## src/rtl/nw_sram.sv

```systemverilog
module nw_sram #(
  parameter int DW = 16,
  parameter int AW = 5
) (
  input  logic             clk,
  input  logic             rst_n,
  input  logic             cken_n,
  input  logic             sleep,
  input  logic             sel_a_n,
  input  logic             sel_b,
  input  logic             sel_c_n,
  input  logic             advance,
  input  logic             wr_n,
  input  logic [DW/8-1:0]  bw_n,
  input  logic             burst_ilv,
  input  logic             oe_n,
  input  logic [AW-1:0]    addr,
  input  logic [DW-1:0]    wdata,
  output logic [DW-1:0]    rdata,
  output logic             out_en
);
  localparam int LANES = DW / 8;
  localparam int DEPTH = 1 << AW;
  localparam logic [1:0] OP_IDLE = 2'd0, OP_RD = 2'd1, OP_WR = 2'd2;

  logic [1:0] zz_q;
  wire asleep = zz_q[1];
  wire go     = !cken_n && !asleep;
  wire picked = !sel_a_n && sel_b && !sel_c_n;

  logic [1:0]       op_q, cnt_q;
  logic [AW-1:0]    base_q;
  logic [1:0]       s1_op, s2_op;
  logic [AW-1:0]    s1_addr, s2_addr;
  logic [LANES-1:0] s1_bw, s2_bw;
  logic             pend_v;
  logic [AW-1:0]    pend_addr;
  logic [LANES-1:0] pend_bw;
  logic [DW-1:0]    pend_data;
  logic [DW-1:0]    rdata_q;
  logic             rd_v_q;
  logic [DW-1:0]    mem [DEPTH];
  logic [DW-1:0]    merged;

  wire [1:0]    cnt_nx     = cnt_q + 2'd1;
  wire [1:0]    lo_nx      = burst_ilv ? (base_q[1:0] ^ cnt_nx) : (base_q[1:0] + cnt_nx);
  wire [AW-1:0] burst_addr = {base_q[AW-1:2], lo_nx};
  wire [1:0]    new_op     = !picked ? OP_IDLE : (wr_n ? OP_RD : OP_WR);
  wire          hit        = pend_v && (pend_addr == s2_addr);

  always_ff @(posedge clk or negedge rst_n)
    if (!rst_n) zz_q <= '0;
    else        zz_q <= {zz_q[0], sleep};

  always_comb begin
    merged = mem[s2_addr];
    for (int l = 0; l < LANES; l++)
      if (hit && pend_bw[l]) merged[8*l +: 8] = pend_data[8*l +: 8];
  end

  always_ff @(posedge clk or negedge rst_n) begin
    if (!rst_n) begin
      op_q <= OP_IDLE; cnt_q <= '0; base_q <= '0;
      s1_op <= OP_IDLE; s1_addr <= '0; s1_bw <= '0;
      s2_op <= OP_IDLE; s2_addr <= '0; s2_bw <= '0;
      pend_v <= 1'b0; pend_addr <= '0; pend_bw <= '0; pend_data <= '0;
      rdata_q <= '0; rd_v_q <= 1'b0;
      for (int i = 0; i < DEPTH; i++) mem[i] <= '0;
    end else if (go) begin
      if (!advance) begin
        op_q <= new_op; base_q <= addr; cnt_q <= '0;
        s1_op <= new_op; s1_addr <= addr;
      end else begin
        cnt_q <= cnt_nx;
        s1_op <= op_q; s1_addr <= burst_addr;
      end
      s1_bw   <= ~bw_n;
      s2_op   <= s1_op; s2_addr <= s1_addr; s2_bw <= s1_bw;
      pend_v    <= (s2_op == OP_WR);
      pend_addr <= s2_addr;
      pend_bw   <= s2_bw;
      pend_data <= wdata;
      for (int l = 0; l < LANES; l++)
        if (pend_v && pend_bw[l]) mem[pend_addr][8*l +: 8] <= pend_data[8*l +: 8];
      rdata_q <= merged;
      rd_v_q  <= (s2_op == OP_RD);
    end
  end

  assign rdata  = rdata_q;
  assign out_en = rd_v_q && !oe_n && !asleep;
endmodule

```

## config.mk

```make
export PLATFORM = sky130hd
export DESIGN_NAME = nw_sram
export DESIGN_NICKNAME = d
export VERILOG_FILES = /design/src/rtl/nw_sram.sv
export SDC_FILE = /design/constraint.sdc
export NUM_CORES = 1
export LEC_CHECK = 0
export CAP_MARGIN = 0
export CORE_ASPECT_RATIO = 0.9
export CORE_MARGIN = 10
export CORE_UTILIZATION = 29
export CTS_CLUSTER_DIAMETER = 30
export CTS_CLUSTER_SIZE = 28
export DETAILED_ROUTE_END_ITERATION = 10
export DONT_BUFFER_PORTS = 1
export SYNTH_ARGS = -nofsm -noshare
export SYNTH_HDL_FRONTEND = slang
export SYNTH_SLANG_ARGS = --single-unit
```

## constraint.sdc

```tcl
create_clock -name clk -period 1.9 [get_ports clk]
set_input_delay 0.38 -clock clk [delete_from_list [all_inputs] [get_ports clk]]
set_output_delay 0.38 -clock clk [all_outputs]
set_load 0.05 [all_outputs]
```

==> flow_metrics.tcl, run 1 <==
set metrics [dict create \
    cp_slowest_cell "dfrtp_4" \
    cts_tree "built" \
    dieArea_um2 103000 \
    drcViolationCount 0 \
    timing.rr.start "s2_addr[0]" \
    hold_viol_final 580 \
    drt-wirelength-per-cell_um 21.3 \
    clkTransAtPathRegs_ps 60 \
    use_met1_pct 18.8 \
    irDropWorstVdd_uv 863 \
    skew_ps 33.7 \
    worstSetupEndpointType "register" \
    p_seq_share_pct 33.0 \
    die_h_um 305 \
    finalCoreUtilization_pct 38.4 \
    whs_ps -564 \
    total_power_mw 40.5 \
    grtUsageMet2_pct 22.2 \
    yosys_register_bits 580 \
    drv_cap 0 \
    dieWidth_um 337 \
    switchingPower_mw 10.9 \
    drv_slew 97 \
    fmax_mhz 468 \
    final_common_cell "dfrtp_1" \
    final_cell_mix "575 x dfrtp_1, 440 x mux2_2, 252 x nand2_1" \
    ys_seq_area_share_pct 55.5 \
    clkLatencyLatePin_ps 680 \
    htreeDepth 3 \
    syn_inst 1916 \
    power_density_nw_per_um2 1180 \
    cts-buffers-inserted 120 \
    outcome "finished, violations left" \
    crit_chain "buf_12, buf_16, buf_6, mux4_2, a22oi_2, nand3_2, and3_4" \
    routed_wl_um 73100 \
    period_share_pct 113 \
    grt_max_degree 581 \
    clockBufferDepth 3 \
    grt_setup_unrepaired "true" \
    async_reset_ff_share_pct 100 \
    layout-drive-gt1-share_pct 48.4 \
    vias_per_cell 4.98 \
    layout_setup_ws_ps -238 \
    hold_buffers 30 \
    rr_endpoint "rdata[9]" \
    use_met3_pct 3.55 \
    worstMarginPinSlew_ps 1640 \
    switching_share_pct 26.9 \
    violations "negative hold slack, max-slew violations, negative setup slack" \
    tns_ps -2910 \
    p_leak_nw 16.1 \
    busiest_layer "met2" \
    dp.cells 3144 \
    ys.flop_type "dfrtp_1" \
    stdcell_count 3434 \
    cp.arrival_ps 2700 \
    vias 17100 \
    clkSinkCount 580 \
    setup_viol 17 \
    grt_overflow_total 0 \
    slowest_delay_ps 530 \
    initial_core_util_pct 29.3 \
    timing.final.crit_period_ps 2140 \
    pwr-share-clk_pct 53.8 \
    fin_nets 2196 \
    syn-num-nets 1951 \
    grt_use_total_pct 14.1 \
    synth_area_um2 26200 \
    grt_pass1_wl_um 113000 \
    reg2reg_slack_ps -240 \
    cp-start-kind "register" \
    coreArea_um2 89400 \
    synth-edff-count 0 \
    worstSetupPathType "register to register" \
    avgSynthCellArea_um2 13.7 \
    ios 51 \
    comb_power_share_pct 13.3 \
    internal-power_mw 29.6 \
    dr.pass1.iters 5 \
    crit_required_ps 2470 \
    hpwlAfterDp_um 47600 \
    cp_max_fo 8 \
    min_path_type "primary input to async pin" \
    io_buffers 0 \
    ant_nets 0 \
    ff2ff_path_depth 7 \
    synth.distinct_cells 52 \
    ys_warn_count 0 \
    antenna_cells 0 \
    fin_area_um2 34300 \
    maxSlewHeadroom_pct -9.38 \
    grt_pass1_vias 18600 \
    rows 104 \
    drt_iter0_drc 1312 \
    antenna_found_initial 0 \
    area_growth_pct 31.2 \
    clockRootBuffer "clkbuf_16" \
    routabilityCongestion 0.821 \
    dpl_cell_area_um2 28900 \
]
-- Yosys cell counts, types with 2 or more instances --
library cell	number	area share, %
inv_1	9	0.13
buf_4	8	0.23
nand2_1	259	3.7
and2_1	2	0.048
nand3b_1	7	0.20
nand3_1	20	0.38
a22oi_1	5	0.14
xnor2_1	4	0.13
o221ai_1	4	0.13
nand4_1	4	0.096
buf_1	6	0.086
o211ai_1	2	0.057
o21a_1	2	0.057
nor3b_1	6	0.17
mux4_2	108	9.3
dfrtp_1	580	55
and3b_1	2	0.067
o21ai_0	118	2.3
nor2_1	24	0.34
nand2b_1	4	0.096
clkbuf_1	89	1.3
mux2i_1	55	2.1
o22a_1	2	0.067
nor3_2	5	0.19
xor2_1	4	0.13
and3_1	7	0.17
nor3_1	2	0.038
nor4b_1	2	0.067
nand2_2	24	0.57
nor4_4	3	0.24
a211oi_1	14	0.40
a41oi_1	3	0.10
buf_6	7	0.30
a221oi_1	19	0.64
buf_2	23	0.44
a21oi_1	2	0.038
o22ai_1	15	0.36
nor2b_1	9	0.22
mux2_2	441	19
o311a_1	4	0.15
-- power groups by stage --
stage | combinational (mW) | clock [mW] | sequential (mW)
2_1_floorplan | 2.61 | 0 | 13.5
3_3_place_gp | 4.58 | 0 | 13.5
3_5_place_dp | 4.62 | 0 | 13.5
6_report | 5.38 | 21.8 | 13.4
5_1_grt | 5.71 | 22.7 | 13.4
4_1_cts | 5.21 | 22.1 | 13.4
-- timing repair --
item | 4_1_cts | 5_1_grt
hold endpoints to repair | 612 | 580
gates resized for setup | 71 | 53
buffers inserted | 16 | 12
gates cloned | 4 | 2
pin swaps | 17 | 22
endpoints found under the setup margin | 128 | 90
-- logic make-up (layout without fill, tap and decap cells) --
family | count (synthesis) | after routing | share of synthesized area [%]
compound gates | 196 | 196 | 4.59
fa+ha+maj | 1 | 1 | 0.0478
mux | 604 | 604 | 30.4
xor+xnor | 8 | 8 | 0.268
simple gates | 383 | 383 | 6.69
flops | 580 | 580 | 55.5
buf+inv | 144 | 496 | 2.53
-- how the worst max path moves through the flow --
| stage | endpoint | startpoint | cells past startpoint |
|---|---|---|---|
| 3_3_place_gp | rdata[5] | s2_addr[0] | 8 |
| 6_report | rdata[9] | s2_addr[0] | 7 |
| 2_1_floorplan | rdata[8] | pend_addr[0] | 6 |
| 4_1_cts | rdata[13] | s2_addr[0] | 7 |
| 3_5_place_dp | rdata[6] | s2_addr[1] | 9 |
| 5_1_grt | rdata[0] | s2_addr[0] | 8 |
-- sequential cells by signal, summed over array words and instances, names as in the netlist, 5 cells and up --
signal,cells
base_q,5
pend_data,16
s1_addr,5
s2_addr,5
pend_addr,5
mem,512
rdata,16
-- per-stage QoR --
step	hold slack [ps]	worst slack, ps
2_1_floorplan	84.4	10.5
3_3_place_gp	189	-347
3_5_place_dp	196	-407
4_1_cts	-527	-255
5_1_grt	-612	-277
6_report	-564	-238
-- routing by layer --
layer  routed length (µm)  part of all wire (%)  vias to the layer above
met5                    0                     0                        -
met4                 1820                   2.5                        0
met3                 4410                   6.0                      125
met2                34200                    47                      423
met1                32700                    45                     9007
li1                     -                     -                     7538
-- worst max-delay path: cells and delay by family (launching register included) --
kind / cells / cell delay, ps
compound gates: 1 / 180
buf+inv: 3 / 450
flops: 1 / 530
mux: 1 / 500
simple gates: 2 / 350
-- layout make-up --
class	instances	area, µm²
fill	8196	55100
sequential	580	14500
multi-input combinational	1192	11400
clock buffer	143	3210
timing repair buffer	257	2620
tap	1166	1460
clock inverter	86	1110
inverter	10	37.5
Note: power is estimated with default switching activity, not from simulation.
==> run 2: changes to the inputs <==
- GPL_TIMING_DRIVEN: not set -> 0
==> run 2 against run 1 <==
  * The run still ends with negative hold slack, max-slew violations, negative setup slack left
  * Wire length grew 28%
  * First-iteration DRC count increased by 57%
  * Clock skew fell by 6.1 ps
  * Maximum frequency decreased by 4.2%
  * Critical path type unchanged
  * Register-to-register slack worse by 90 ps
==> flow_metrics.tcl, run 2 (synthesis results as in run 1) <==
set metrics [dict create \
    outcome "finished, violations left" \
    violations "negative hold slack, max-slew violations, negative setup slack" \
    final_cell_mix "573 x dfrtp_1, 435 x mux2_2, 163 x nand2_1" \
    vias_per_cell 5.39 \
    rows 104 \
    n_fill_cell 7711 \
    worstMarginPinSlew_ps 1770 \
    drt-wirelength-per-cell_um 26.5 \
    cts-buffers-inserted 131 \
    ant_nets 0 \
    crit_chain "buf_12, clkbuf_8, nor2b_1, a22oi_1, nand4_1, o21ai_1, o221ai_1" \
    dieArea_um2 103000 \
    path_buf_inv 2 \
    initial_core_util_pct 29.3 \
    clockRootBuffer "clkbuf_16" \
    slowest_delay_ps 660 \
    worstSetupPathType "register to register" \
    timing.final.crit_period_ps 2230 \
    final_common_cell "dfrtp_1" \
    drcViolationCount 0 \
    hold_buffers 29 \
    dr.pass1.iters 5 \
    min_path_type "primary input to async pin" \
    skew_ps 27.5 \
    internal-power_mw 31.1 \
    grt_use_total_pct 17.0 \
    finalCoreUtilization_pct 41.7 \
    grt_pass1_vias 19400 \
    hold_viol_final 580 \
    clockBufferDepth 3 \
    area_growth_pct 42.4 \
    vias 19000 \
    p_leak_nw 17.1 \
    grt_overflow_total 0 \
    dieWidth_um 337 \
    cp.arrival_ps 2850 \
    fin_nets 2285 \
    clkTransAtPathRegs_ps 40 \
    cp_slowest_cell "nor2b_1" \
    setup_viol 346 \
    whs_ps -601 \
    dp_slack_ps -1430 \
    stdcell_count 3521 \
    largest_reg_flops 512 \
    ios 51 \
    die_h_um 305 \
    antenna_found_initial 3 \
    cp-start-kind "register" \
    layout-drive-gt1-share_pct 53.7 \
    crit_required_ps 2520 \
    io_buffers 0 \
    grt_pass1_wl_um 129000 \
    worstSetupEndpointType "register" \
    routabilityCongestion 0.862 \
    grt_setup_unrepaired "true" \
    maxSlewHeadroom_pct -17.9 \
    period_share_pct 117 \
    drt_iter0_drc 2064 \
    switchingPower_mw 12.2 \
    coreArea_um2 89400 \
    fmax_mhz 448 \
    comb_power_share_pct 15.1 \
    switching_share_pct 28.1 \
    pwr-share-clk_pct 53.5 \
    dp.cells 3082 \
    cp_max_fo 10 \
    clkSinkCount 580 \
    cts_tree "built" \
    drv_cap 0 \
    regMostFlops "mem" \
    layout_setup_ws_ps -331 \
    total_power_mw 43.2 \
    irDropWorstVdd_uv 669 \
    routed_wl_um 93500 \
    grt_max_degree 581 \
    p_seq_share_pct 31.4 \
    path_delay_family "simple AND/OR/NAND/NOR gates" \
    clkLatencyLatePin_ps 720 \
    hpwlAfterDp_um 55200 \
    tns_ps -29610 \
    drv_slew 257 \
    htreeDepth 4 \
    power_density_nw_per_um2 1160 \
]
==> run 2: cell types whose count changed in the layout (fill, tap and decap cells not counted), sizes merged <==
cell         delta
bufbuf          +1
clkinvlp        -9
diode           +3
clkbuf        +115
bufinv          -4
clkinv          -8
nand2          +13
dlygate4sd3     -1
buf            -14
inv             -9
==> run 2: worst paths after layout <==
kind	startpoint	end	slack, ps	cells after the start
min in group clk	advance	cnt_q[0]	190	3
max	s2_addr[2]	rdata[0]	-330	7
min	rst_n	mem[511]	-600	0
min reg2reg	zz_q[0]	zz_q[1]	350	0
max in group asynchronous	rst_n	mem[83]	1100	0
max reg2reg	s2_addr[2]	rdata[0]	-330	7
==> run 2: what timing repair did <==
item | in CTS | in global routing
buffers inserted | 66 | 84
endpoints found under the hold margin | 611 | 580
cloned | 17 | 11
gates resized for setup | 398 | 375
setup endpoints to repair | 578 | 533
pin swaps | 31 | 60
==> run 2: through the flow <==
step	hold slack, ps	instance area, µm²
final	-601	37300
after global routing	-614	37300
after CTS	-553	34900
after detailed placement	194	27600
after global placement	196	27600
after floorplan	84.4	26200
==> run 2: power groups by stage <==
stage	Sequential, mW	Clock (mW)	Combinational, mW
after global placement	13.7	0	4.25
after floorplan	13.5	0	2.61
final	13.6	23.1	6.51
after global routing	13.6	23.9	6.66
after detailed placement	13.7	0	4.31
after CTS	13.6	23.2	5.46
==> run 2: cell type report <==
class | count | area [µm²] | share of cell area [%]
well taps | 1166 | 1460 | 3.92
inverters | 10 | 42.5 | 0.114
repair buffers | 192 | 2400 | 6.44
multi-input cells | 1205 | 12900 | 34.6
clock inverters | 56 | 731 | 1.96
diodes | 3 | 7.51 | 0.0201
plain buffers | 130 | 1390 | 3.74
flip-flops and latches | 580 | 14500 | 39.0
clock buffers | 179 | 3830 | 10.3
==> run 2: per-layer routing <==
metal	vias to the layer above	share of wire (%)	routed length, µm	GRT usage, %
li1	7729	-	-	-
met2	999	45	42400	25.3
met1	10000	40	37200	21.9
met4	0	4.7	4370	8.36
met5	-	0	0	0
met3	242	10	9470	5.70
==> run 3: changes to the inputs <==
--- a/config.mk
+++ b/config.mk
@@ -9,5 +9,5 @@
 export CORE_ASPECT_RATIO = 0.9
 export CORE_MARGIN = 10
-export CORE_UTILIZATION = 29
+export CORE_UTILIZATION = 55
 export CTS_CLUSTER_DIAMETER = 30
 export CTS_CLUSTER_SIZE = 28
@@ -15,4 +15,5 @@
 export DONT_BUFFER_PORTS = 1
 export GPL_TIMING_DRIVEN = 0
+export PLACE_DENSITY = 0.73
 export SYNTH_ARGS = -nofsm -noshare
 export SYNTH_HDL_FRONTEND = slang
==> constraint.sdc (replaced) <==
create_clock -name clk -period 1.9 [get_ports clk]
set_input_delay 0.38 -clock clk [delete_from_list [all_inputs] [get_ports clk]]
set_output_delay 0.38 -clock clk [all_outputs]
set_load 0.1 [all_outputs]
==> run 3 against run 2 <==
  * The run still ends with negative hold slack, max-slew violations, negative setup slack left
  * Wire length rose by 8.4%
  * Critical path depth down 1
  * Maximum frequency fell by 6.7%
  * Via count up 9.2%
  * Hold slack improved by 70 ps
  * Clock power is 6% lower
  * Total power fell by 1.5%
  * Combinational power grew 5.1%
  * Cell count shrank 17%
  * Largest cell class unchanged
  * Highest routed layer is now met5
==> flow_metrics.tcl, run 3 (synthesis results as in run 1) <==
set metrics [dict create \
    outcome "finished, violations left" \
    violations "negative hold slack, max-slew violations, negative setup slack" \
    area_growth_pct 35.2 \
    drcViolationCount 0 \
    grt_overflow_total 0 \
    routabilityCongestion 0.928 \
    skew_ps 22.6 \
    p_leak_nw 16.8 \
    cp-start-kind "register" \
    cp_slowest_cell "nor2b_1" \
    fmax_mhz 418 \
    routed_wl_um 101000 \
    htreeDepth 3 \
    drv_slew 324 \
    clkLatencyLatePin_ps 680 \
    fin_nets 2249 \
    setup_viol 443 \
    dpl_cell_area_um2 26900 \
    worstSetupEndpointType "register" \
    grt_setup_unrepaired "true" \
    clkTransAtPathRegs_ps 50 \
    slowest_delay_ps 840 \
    cts-buffers-inserted 118 \
    grt_pass1_vias 20300 \
    finalCoreUtilization_pct 75.5 \
    n_fill_cell 2281 \
    antenna_found_initial 3 \
    worstMarginPinSlew_ps 2270 \
    grt_pass1_wl_um 135000 \
    regArea_um2 14500 \
    timing.final.crit_period_ps 2390 \
    final_common_cell "dfrtp_1" \
    regMostFlops "mem" \
    path_delay_family "simple AND/OR/NAND/NOR gates" \
    io_buffers 0 \
    cp_max_fo 10 \
    layout-drive-gt1-share_pct 52.0 \
    drt_iter0_drc 3197 \
    clockBufferDepth 3 \
    total_power_mw 42.6 \
    fin_area_um2 35400 \
    tns_ps -77950 \
    drt-wirelength-per-cell_um 34.5 \
    dr.pass1.iters 8 \
    power_density_nw_per_um2 1200 \
    dp.cells 2532 \
    drv_cap 0 \
    worstSetupPathType "register to register" \
    vias 20700 \
    dieArea_um2 56700 \
    grt_use_total_pct 32.0 \
    die_h_um 227 \
    cts_tree "built" \
    final_cell_mix "562 x dfrtp_1, 438 x mux2_2, 206 x nand2_1" \
    dieWidth_um 250 \
    hold_viol_final 581 \
    dp_slack_ps -1300 \
    irDropWorstVdd_uv 821 \
    stdcell_count 2936 \
    whs_ps -531 \
    min_path_type "primary input to async pin" \
    vias_per_cell 7.06 \
    crit_required_ps 2480 \
    grt_max_degree 581 \
    coreArea_um2 46800 \
    clockRootBuffer "clkbuf_16" \
    layout_setup_ws_ps -490 \
    period_share_pct 126 \
    ios 51 \
    largest_reg_flops 512 \
    hold_buffers 27 \
    initial_core_util_pct 55.9 \
    path_buf_inv 1 \
    maxSlewHeadroom_pct -51.4 \
    clkSinkCount 580 \
    hpwlAfterDp_um 50200 \
    rows 75 \
    multi_input_area_um2 12400 \
    cp.arrival_ps 2970 \
    crit_chain "clkbuf_2, nor2b_1, a22oi_2, nand4_1, o21ai_1, o221ai_1" \
    ant_nets 0 \
]
run 3: changes by cell type in the layout (fill, tap and decap cells not counted), sizes merged:
cell | before | now
clkinv | 31 | 41
inv | 14 | 13
clkbuf | 261 | 237
nand2 | 296 | 291
bufinv | 13 | 15
diode | 3 | 1
dlygate4sd3 | 29 | 27
buf | 210 | 192
clkinvlp | 8 | 13
run 3: path summary, 6_finish.rpt:
path	depth (start not counted)	slack (ps)	startpoint	to
max in group asynchronous	0	540	rst_n	rdata[9]
worst max register to register	6	-490	s2_addr[4]	rdata[0]
worst min-delay path	0	-530	rst_n	mem[254]
min in group clk	2	-20	addr[4]	s1_addr[4]
worst max-delay path	6	-490	s2_addr[4]	rdata[0]
worst min register to register	0	360	zz_q[0]	zz_q[1]
run 3: timing repair:
| item | CTS | global route |
|---|---|---|
| gates cloned | 23 | 6 |
| pin swaps | 31 | 38 |
| setup endpoints to repair | 594 | 587 |
| buffers inserted | 79 | 51 |
| hold endpoints to repair | 609 | 580 |
| resized for setup | 459 | 192 |
run 3: worst reg2reg max path, stage by stage, from the launching register on:
cell and delay (ps):
dfrtp_1 430, clkbuf_2 460, nor2b_1 850, a22oi_2 170, nand4_1 140, o21ai_1 80
o221ai_1 160
run 3: final cells by class:
cell class	count	share of cell area [%]
Antenna cell	1	0.00708
Buffer	128	3.68
Clock inverter	72	2.48
Tap cell	616	2.18
Multi-Input combinational cell	1200	35.1
Sequential cell	580	41.1
Inverter	10	0.120
Clock buffer	153	9.37
Timing Repair Buffer	176	5.93
run 3: routing by layer:
layer	share of wire [%]	global-route usage, %	up-vias	wire length [µm]
met5	0.11	0.0863	-	110
met4	8.2	19.3	8	8260
met3	14	10.8	656	14300
met2	44	48.2	1860	44200
met1	34	39.8	10600	34400
li1	-	-	7649	-
run 3: report_power, final:
group          switching [mW]  internal [mW]  leakage (nW)  total (mW)
Combinational            4.25           2.59          6.80        6.84
Clock                    7.43           14.3          2.04        21.8
Sequential               1.23           12.7          7.98        14.0
Total                    12.9           29.6          16.8        42.6
